===== src/rtl/pw_pkg.sv =====
package pw_pkg;
  localparam int LA_W     = 48;
  localparam int PG_SHIFT = 12;
  localparam int IDX_W    = 9;
  localparam int LEVELS   = 4;
  localparam int LVL_W    = 2;
  localparam int ENTRY_W  = 64;
  localparam int MASK_W   = 30;
  localparam int ERR_W    = 4;
  localparam int LA_PG_W  = LA_W - PG_SHIFT;

  localparam int BIT_PRES = 0;
  localparam int BIT_ACC  = 5;
  localparam int BIT_SIZE = 7;
  localparam int BIT_GLB  = 8;

  localparam logic [ERR_W-1:0] ERR_PRESENT  = 4'h1;
  localparam logic [ERR_W-1:0] ERR_RESERVED = 4'h8;

  localparam logic [MASK_W-1:0] MASK_4K = 30'h0000_0FFF;
  localparam logic [MASK_W-1:0] MASK_2M = 30'h001F_FFFF;
  localparam logic [MASK_W-1:0] MASK_1G = 30'h3FFF_FFFF;

  typedef enum logic [2:0] {
    ST_IDLE,
    ST_RD_REQ,
    ST_RD_WAIT,
    ST_WB_SCAN,
    ST_WB_REQ,
    ST_RESP
  } walk_state_t;

  typedef enum logic [1:0] {
    DEC_NEXT,
    DEC_LEAF,
    DEC_FAULT
  } dec_kind_t;
endpackage


===== src/rtl/pw_addr_gen.sv =====
module pw_addr_gen
  import pw_pkg::*;
#(
  parameter int PA_W = 52
) (
  input  logic [PA_W-1:0]    base,
  input  logic [LA_PG_W-1:0] la_pg,
  input  logic [LVL_W-1:0]   level,
  output logic [PA_W-1:0]    ent_addr
);
  localparam int OFS_W = IDX_W + 3;

  logic [IDX_W-1:0] idx_tab [LEVELS];

  genvar g;
  generate
    for (g = 0; g < LEVELS; g++) begin : g_idx
      assign idx_tab[g] = la_pg[IDX_W*g +: IDX_W];
    end
  endgenerate

  logic [OFS_W-1:0] ofs;
  assign ofs      = {idx_tab[level], 3'b000};
  assign ent_addr = base + {{(PA_W-OFS_W){1'b0}}, ofs};
endmodule


===== src/rtl/pw_entry_decode.sv =====
module pw_entry_decode
  import pw_pkg::*;
#(
  parameter int PA_W  = 52,
  parameter bit EN_1G = 1'b1
) (
  input  logic [ENTRY_W-1:0] entry,
  input  logic [LVL_W-1:0]   level,
  input  logic [17:0]        la_lo,
  output dec_kind_t          kind,
  output logic [ERR_W-1:0]   err,
  output logic [PA_W-1:0]    next_base,
  output logic [PA_W-1:0]    frame,
  output logic [MASK_W-1:0]  mask
);
  localparam logic [LVL_W-1:0] TOP_LVL = LVL_W'(LEVELS - 1);

  logic hi_rsvd;
  generate
    if (PA_W < 52) begin : g_hi
      assign hi_rsvd = |entry[51:PA_W];
    end else begin : g_nohi
      assign hi_rsvd = 1'b0;
    end
  endgenerate

  logic [PA_W-1:0] frame_4k, frame_2m, frame_1g;
  assign frame_4k = {entry[PA_W-1:12], 12'b0};
  assign frame_2m = {entry[PA_W-1:21], la_lo[8:0], 12'b0};
  assign frame_1g = {entry[PA_W-1:30], la_lo[17:0], 12'b0};

  logic unused_dec;
  assign unused_dec = ^{entry[63:52], entry[11:8], entry[6:1]};

  logic large_off;
  assign large_off = (level == TOP_LVL) || ((level == 2'd2) && !EN_1G);

  always_comb begin
    kind  = DEC_NEXT;
    err   = '0;
    frame = frame_4k;
    mask  = MASK_4K;
    if (!entry[BIT_PRES]) begin
      kind = DEC_FAULT;
    end else if (hi_rsvd) begin
      kind = DEC_FAULT;
      err  = ERR_PRESENT | ERR_RESERVED;
    end else if (level == 2'd0) begin
      kind = DEC_LEAF;
    end else if (entry[BIT_SIZE]) begin
      if (large_off) begin
        kind = DEC_FAULT;
        err  = ERR_PRESENT | ERR_RESERVED;
      end else if (level == 2'd2) begin
        if (|entry[29:13]) begin
          kind = DEC_FAULT;
          err  = ERR_PRESENT | ERR_RESERVED;
        end else begin
          kind  = DEC_LEAF;
          frame = frame_1g;
          mask  = MASK_1G;
        end
      end else begin
        if (|entry[20:13]) begin
          kind = DEC_FAULT;
          err  = ERR_PRESENT | ERR_RESERVED;
        end else begin
          kind  = DEC_LEAF;
          frame = frame_2m;
          mask  = MASK_2M;
        end
      end
    end
  end

  assign next_base = frame_4k;
endmodule


===== src/rtl/pw_entry_store.sv =====
module pw_entry_store
  import pw_pkg::*;
#(
  parameter int PA_W = 52
) (
  input  logic               clk,
  input  logic               rst_n,
  input  logic               we,
  input  logic [LVL_W-1:0]   wr_lvl,
  input  logic [ENTRY_W-1:0] wr_entry,
  input  logic [PA_W-1:0]    wr_addr,
  input  logic [LVL_W-1:0]   rd_lvl,
  output logic [ENTRY_W-1:0] rd_entry,
  output logic [PA_W-1:0]    rd_addr,
  output logic [LEVELS-1:0]  acc_clear
);
  logic [ENTRY_W-1:0] ent_q  [LEVELS];
  logic [PA_W-1:0]    addr_q [LEVELS];

  genvar g;
  generate
    for (g = 0; g < LEVELS; g++) begin : g_lvl
      always_ff @(posedge clk or negedge rst_n) begin
        if (!rst_n) begin
          ent_q[g]  <= '0;
          addr_q[g] <= '0;
        end else if (we && (wr_lvl == LVL_W'(g))) begin
          ent_q[g]  <= wr_entry;
          addr_q[g] <= wr_addr;
        end
      end
      assign acc_clear[g] = !ent_q[g][BIT_ACC];
    end
  endgenerate

  assign rd_entry = ent_q[rd_lvl];
  assign rd_addr  = addr_q[rd_lvl];
endmodule


===== src/rtl/pt_walker.sv =====
module pt_walker
  import pw_pkg::*;
#(
  parameter int PA_W  = 52,
  parameter bit EN_1G = 1'b1
) (
  input  logic               clk,
  input  logic               rst_n,
  input  logic               req_valid,
  output logic               req_ready,
  input  logic [LA_W-1:0]    req_laddr,
  input  logic [PA_W-1:0]    req_root,
  output logic               mem_req_valid,
  input  logic               mem_req_ready,
  output logic               mem_req_write,
  output logic [PA_W-1:0]    mem_req_addr,
  output logic [ENTRY_W-1:0] mem_wdata,
  input  logic               mem_rsp_valid,
  input  logic [ENTRY_W-1:0] mem_rdata,
  output logic               rsp_valid,
  output logic [PA_W-1:0]    rsp_frame,
  output logic [MASK_W-1:0]  rsp_mask,
  output logic               rsp_global,
  output logic               rsp_fault,
  output logic [ERR_W-1:0]   rsp_err
);
  localparam logic [LVL_W-1:0] TOP_LVL = LVL_W'(LEVELS - 1);
  localparam logic [ENTRY_W-1:0] ACC_SET = ENTRY_W'(1) << BIT_ACC;

  walk_state_t          st_q;
  logic [LVL_W-1:0]     lvl_q, leaf_q, wb_q;
  logic [PA_W-1:0]      base_q, frame_q;
  logic [LA_PG_W-1:0]   la_q;
  logic [MASK_W-1:0]    mask_q;
  logic                 glb_q, flt_q;
  logic [ERR_W-1:0]     err_q;

  logic [PA_W-1:0]      ent_addr;
  dec_kind_t            dec_kind;
  logic [ERR_W-1:0]     dec_err;
  logic [PA_W-1:0]      dec_next, dec_frame;
  logic [MASK_W-1:0]    dec_mask;
  logic [ENTRY_W-1:0]   st_entry;
  logic [PA_W-1:0]      st_addr;
  logic [LEVELS-1:0]    acc_clear;
  logic                 store_we;

  logic unused_top;
  assign unused_top = ^req_root[11:0];

  pw_addr_gen #(.PA_W(PA_W)) u_addr (
    .base     (base_q),
    .la_pg    (la_q),
    .level    (lvl_q),
    .ent_addr (ent_addr)
  );

  pw_entry_decode #(.PA_W(PA_W), .EN_1G(EN_1G)) u_dec (
    .entry     (mem_rdata),
    .level     (lvl_q),
    .la_lo     (la_q[17:0]),
    .kind      (dec_kind),
    .err       (dec_err),
    .next_base (dec_next),
    .frame     (dec_frame),
    .mask      (dec_mask)
  );

  assign store_we = (st_q == ST_RD_WAIT) && mem_rsp_valid;

  pw_entry_store #(.PA_W(PA_W)) u_store (
    .clk       (clk),
    .rst_n     (rst_n),
    .we        (store_we),
    .wr_lvl    (lvl_q),
    .wr_entry  (mem_rdata),
    .wr_addr   (ent_addr),
    .rd_lvl    (wb_q),
    .rd_entry  (st_entry),
    .rd_addr   (st_addr),
    .acc_clear (acc_clear)
  );

  always_ff @(posedge clk or negedge rst_n) begin
    if (!rst_n) begin
      st_q    <= ST_IDLE;
      lvl_q   <= '0;
      leaf_q  <= '0;
      wb_q    <= '0;
      base_q  <= '0;
      la_q    <= '0;
      frame_q <= '0;
      mask_q  <= '0;
      glb_q   <= 1'b0;
      flt_q   <= 1'b0;
      err_q   <= '0;
    end else begin
      case (st_q)
        ST_IDLE: begin
          if (req_valid) begin
            la_q   <= req_laddr[LA_W-1:PG_SHIFT];
            base_q <= {req_root[PA_W-1:12], 12'b0};
            lvl_q  <= TOP_LVL;
            st_q   <= ST_RD_REQ;
          end
        end
        ST_RD_REQ: begin
          if (mem_req_ready) st_q <= ST_RD_WAIT;
        end
        ST_RD_WAIT: begin
          if (mem_rsp_valid) begin
            case (dec_kind)
              DEC_FAULT: begin
                flt_q   <= 1'b1;
                err_q   <= dec_err;
                frame_q <= '0;
                mask_q  <= '0;
                glb_q   <= 1'b0;
                st_q    <= ST_RESP;
              end
              DEC_LEAF: begin
                flt_q   <= 1'b0;
                err_q   <= '0;
                frame_q <= dec_frame;
                mask_q  <= dec_mask;
                glb_q   <= mem_rdata[BIT_GLB];
                leaf_q  <= lvl_q;
                wb_q    <= TOP_LVL;
                st_q    <= ST_WB_SCAN;
              end
              default: begin
                base_q <= dec_next;
                lvl_q  <= lvl_q - 1'b1;
                st_q   <= ST_RD_REQ;
              end
            endcase
          end
        end
        ST_WB_SCAN: begin
          if (wb_q == leaf_q)          st_q <= ST_RESP;
          else if (acc_clear[wb_q])    st_q <= ST_WB_REQ;
          else                         wb_q <= wb_q - 1'b1;
        end
        ST_WB_REQ: begin
          if (mem_req_ready) begin
            wb_q <= wb_q - 1'b1;
            st_q <= ST_WB_SCAN;
          end
        end
        ST_RESP: st_q <= ST_IDLE;
        default: st_q <= ST_IDLE;
      endcase
    end
  end

  assign req_ready     = (st_q == ST_IDLE);
  assign mem_req_valid = (st_q == ST_RD_REQ) || (st_q == ST_WB_REQ);
  assign mem_req_write = (st_q == ST_WB_REQ);
  assign mem_req_addr  = mem_req_write ? st_addr : ent_addr;
  assign mem_wdata     = st_entry | ACC_SET;

  assign rsp_valid  = (st_q == ST_RESP);
  assign rsp_frame  = frame_q;
  assign rsp_mask   = mask_q;
  assign rsp_global = glb_q;
  assign rsp_fault  = flt_q;
  assign rsp_err    = err_q;
endmodule


===== config.mk =====
export PLATFORM = sky130hd
export DESIGN_NAME = pt_walker
export DESIGN_NICKNAME = d
export VERILOG_FILES = /design/src/rtl/pw_pkg.sv /design/src/rtl/pw_addr_gen.sv /design/src/rtl/pw_entry_decode.sv /design/src/rtl/pw_entry_store.sv /design/src/rtl/pt_walker.sv
export SDC_FILE = /design/constraint.sdc
export NUM_CORES = 1
export LEC_CHECK = 0
export BUFFER_PORTS_ARGS = -buffer_cell sky130_fd_sc_hd__buf_4
export CORE_MARGIN = 4
export CORE_UTILIZATION = 25
export DETAILED_ROUTE_END_ITERATION = 8
export PLACE_DENSITY = 0.46
export SETUP_SLACK_MARGIN = 0.3
export SLEW_MARGIN = 5
export SYNTH_ARGS = -nofsm -noshare
export SYNTH_HDL_FRONTEND = slang
export SYNTH_SLANG_ARGS = --single-unit
export TNS_END_PERCENT = 30

===== constraint.sdc =====
create_clock -name clk -period 4 [get_ports clk]
set_input_delay 0.6 -clock clk [delete_from_list [all_inputs] [get_ports clk]]
set_output_delay 0.6 -clock clk [all_outputs]
set_load 0.05 [all_outputs]

==> results.txt <==
The HPWL after detailed placement is approximately 51000 um. The netlist uses 54 different library cells. In this run, synthesis inferred 0 flip-flops with an integrated enable. The flow ran to the end, and the final reports show no timing, DRC or antenna violations. At the pin with the least slew margin, the transition time is approximately 1.1 ns. Setup violations remaining at the end of the flow were counted as 0. The area growth from synthesis to layout is 24.1%. The number of global-route vias before repair came to 17800.

The detail route stage leaves a number of antenna-violating nets equal to 0. The category of the worst setup path launch point is a flop. The setup total negative slack is 0 ns. The gate count after technology mapping came out at around 1800. The number of warning messages in the yosys log is 0. The largest net degree at the start of global routing is 124. The final wirelength is 79400 um. The overall die height came out at 333 um. The worst setup path is captured at an output pin. In the layout the commonest cells are 581 x dfrtp_1, 393 x mux2_2, 363 x buf_4. The number of design rule violations left after detail routing is 0. The TritonCTS clock tree is done. The setup slack of the most critical reg-to-reg path came out at 0.98 ns. The initial antenna violation count is 6.

The maximum number of buffers from clock root to sink is 3. The post-CTS setup repair buffer count is 1. The worst slack at placement came out at roughly 0.41 ns. Pin placement for this block handled around 380 I/O pins. The fraction of final layout cells sized beyond drive strength 1 is 0.485. The later pin in the worst-skew pair is clocked with a latency of between 0.6 and 0.7 ns. Measured along the x axis, the die boundary spans between 300 and 400 um. The initial utilization of the core area, before any placement, comes to 0.253.

The via total after detailed routing came out at roughly 16000. After floorplanning, the core was sized to cover between 100000 and 150000 um2. The maximum vdd drop is around 0.48 mV. Summing all non-filler instances in the final layout gives an area of ~33000 um2.

The required arrival time at the worst endpoint is between 3 and 4 ns. The highest attainable clock frequency is around 290 MHz. After global routing the overflow that remains totals 0. The number of cells traversed by the worst register-to-register path is 9. The overall track demand over capacity in global routing came out at 0.142. Of all flip-flops after synthesis, the portion carrying an async set or reset was 1.00. The portion of the clock cycle consumed by the worst path in the final layout is 0.860. After the last flow step, the layout net total stands at approximately 2200. The root buffer cell chosen for the clock tree is clkbuf_16.

The kind of critical path is flop to output pin. The violation count after the first detailed-route iteration came out at between 600 and 700. The total number of clock tree sinks is 583. The number of iterations in the first detailed-routing pass came out at 5. Dividing the detail-routed wire length by the instance count gives around 23 um.

Of all nets on the critical path, the largest fanout is 31. The number of rows in the core area came out at about 120. The first-pass GRT wire length is around 120000 um. The library cell used most frequently in the layout, excluding fill and tap cells, is dfrtp_1. The register bit total from synthesis came out at about 600. The number of slew-limit violations in the final report came out at 0. The worst register-to-register path begins at lvl_q[0]$_DFFE_PN0P_. Hold repair after CTS inserted 0 buffers. Headroom to the max-slew limit came out at 0.268. The time the final worst path needs with I/O delays and setup came out at about 3.4 ns. In this run the critical register-to-register path is captured at wb_q[1]$_DFFE_PN0P_. Summing every instance area after synthesis gives 26300 um2. The tightest min-delay check is of the input port to async pin type. The static power due to leakage is ~0.015 uW. Across the run, the number of max-cap violations was 0. The proportion of synthesized chip area in sequential cells is 0.554.

Between clock sinks in the finished design, the worst skew comes to around 0.024 ns. The total of cells resized after clock tree synthesis is 0. Summing all placed instances gives a cell area of slightly above 30000 um2. The via count normalized by instance count came out at between 4 and 5. The post-route worst hold slack is around 0.015 ns. Data on the critical path arrives at its endpoint at 2.84 ns. The quantity of I/O buffers inserted on ports is approximately 330. The smallest setup slack after layout is between 0.5 and 0.6 ns. After synthesis, the mean cell area works out to roughly 15 um2. The die covers between 100000 and 150000 um2. The number of buffers added by the clock tree synthesis step came out at 72. In this run the power density over the cells is a little over 700 nW/um2.

After clock tree synthesis, the clock-pin slew on the worst setup and hold paths is 0.05 ns. The number of H-tree levels is 3. The routability congestion estimate is around 0.75. The final hold violation count came out at 0. Setup repair after global routing left no endpoint under its margin. Among all flip-flop cells after synthesis, the most frequent one is dfrtp_1.
[worst max path at each step]
stage	startpoint	end	cells past startpoint
floorplan	mem_rdata[17]	lvl_q[0]$_DFFE_PN0P_	10
global placement	mem_rdata[28]	base_q[39]$_DFFE_PN0P_	10
detailed placement	mem_rdata[28]	base_q[27]$_DFFE_PN0P_	10
CTS	st_q[2]$_DFFE_PN0P_	mem_req_addr[11]	4
global route	st_q[2]$_DFFE_PN0P_	mem_req_addr[11]	4
finish	st_q[2]$_DFFE_PN0P_	mem_req_addr[11]	4
[report_power, final]
part	switching [uW]	internal, uW	total, uW
registers	1110	7420	8530
logic	5050	3620	8670
clock network	2580	3830	6410
[logic make-up (layout without fill, tap and decap cells)]
logic type,after synthesis,in the layout,synth area share
AO/OA/AOI/OAI,132,132,0.0287
adder cells (fa/ha/maj),6,6,0.00285
AND/OR/NAND/NOR,170,170,0.0318
buffers and inverters,170,513,0.0344
other,2,21,0.000285
XOR/XNOR,3,3,0.000998
multiplexers,695,695,0.347
flip-flops,583,583,0.554
[per-stage QoR]
stage	power, uW	std cells	util
after floorplan	14400	1777	-
after global placement	17200	3374	0.292
after detailed placement	17500	3374	0.292
after CTS	24100	3500	0.314
after global routing	24800	3500	0.314
final	23600	3503	0.314
[routing by layer]
metal  share of wire  vias to the layer above  wire length [um]  global-route usage
met2            0.48                      379             38000               0.234
met3           0.068                      105              5410              0.0457
met4           0.024                        2              1900              0.0406
li1                -                     7032                 -                   -
met1            0.43                     8471             34100               0.180
met5         0.00016                        -                13                   0
[synthesized netlist by cell type (3+ instances only)]
cell | count | area share
dfrtp_1 | 583 | 0.55
mux2_2 | 393 | 0.17
mux2_1 | 138 | 0.059
nand2_1 | 124 | 0.018
mux4_2 | 122 | 0.10
o21ai_0 | 79 | 0.015
clkbuf_1 | 58 | 0.0083
buf_4 | 55 | 0.016
buf_2 | 49 | 0.0093
mux2i_1 | 42 | 0.016
o21ai_1 | 19 | 0.0036
a22oi_1 | 16 | 0.0046
nor2_1 | 9 | 0.0013
inv_1 | 7 | 0.0010
ha_1 | 6 | 0.0028
nand3_4 | 4 | 0.0027
nor3_1 | 4 | 0.00076
and2_1 | 3 | 0.00071
nor2b_1 | 3 | 0.00071
[critical path, stage by stage (launching register included)]
cell and delay (ns):
dfrtp_1 0.66, nor3b_2 0.28, buf_4 0.54, mux2_2 0.48, buf_4 0.21
[flip-flops by register name (all words and copies together) (netlist names)]
signal / count
base_q: 40
la_q: 36
leaf_q: 2
lvl_q: 2
rsp_err: 1
rsp_fault: 1
rsp_frame: 40
rsp_global: 1
rsp_mask: 3
st_q: 3
u_store.addr_q: 196
u_store.ent_q: 256
wb_q: 2
[layout make-up]
type | instances | area [um2]
inverters | 7 | 26.3
well taps | 1380 | 1730
fillers | 10300 | 71400
repair buffers | 381 | 3080
clock inverters | 19 | 135
diodes | 3 | 7.51
flip-flops and latches | 583 | 14600
multi-input cells | 1024 | 10900
clock buffers | 106 | 2180
Note: power is estimated with default switching activity, not from simulation.
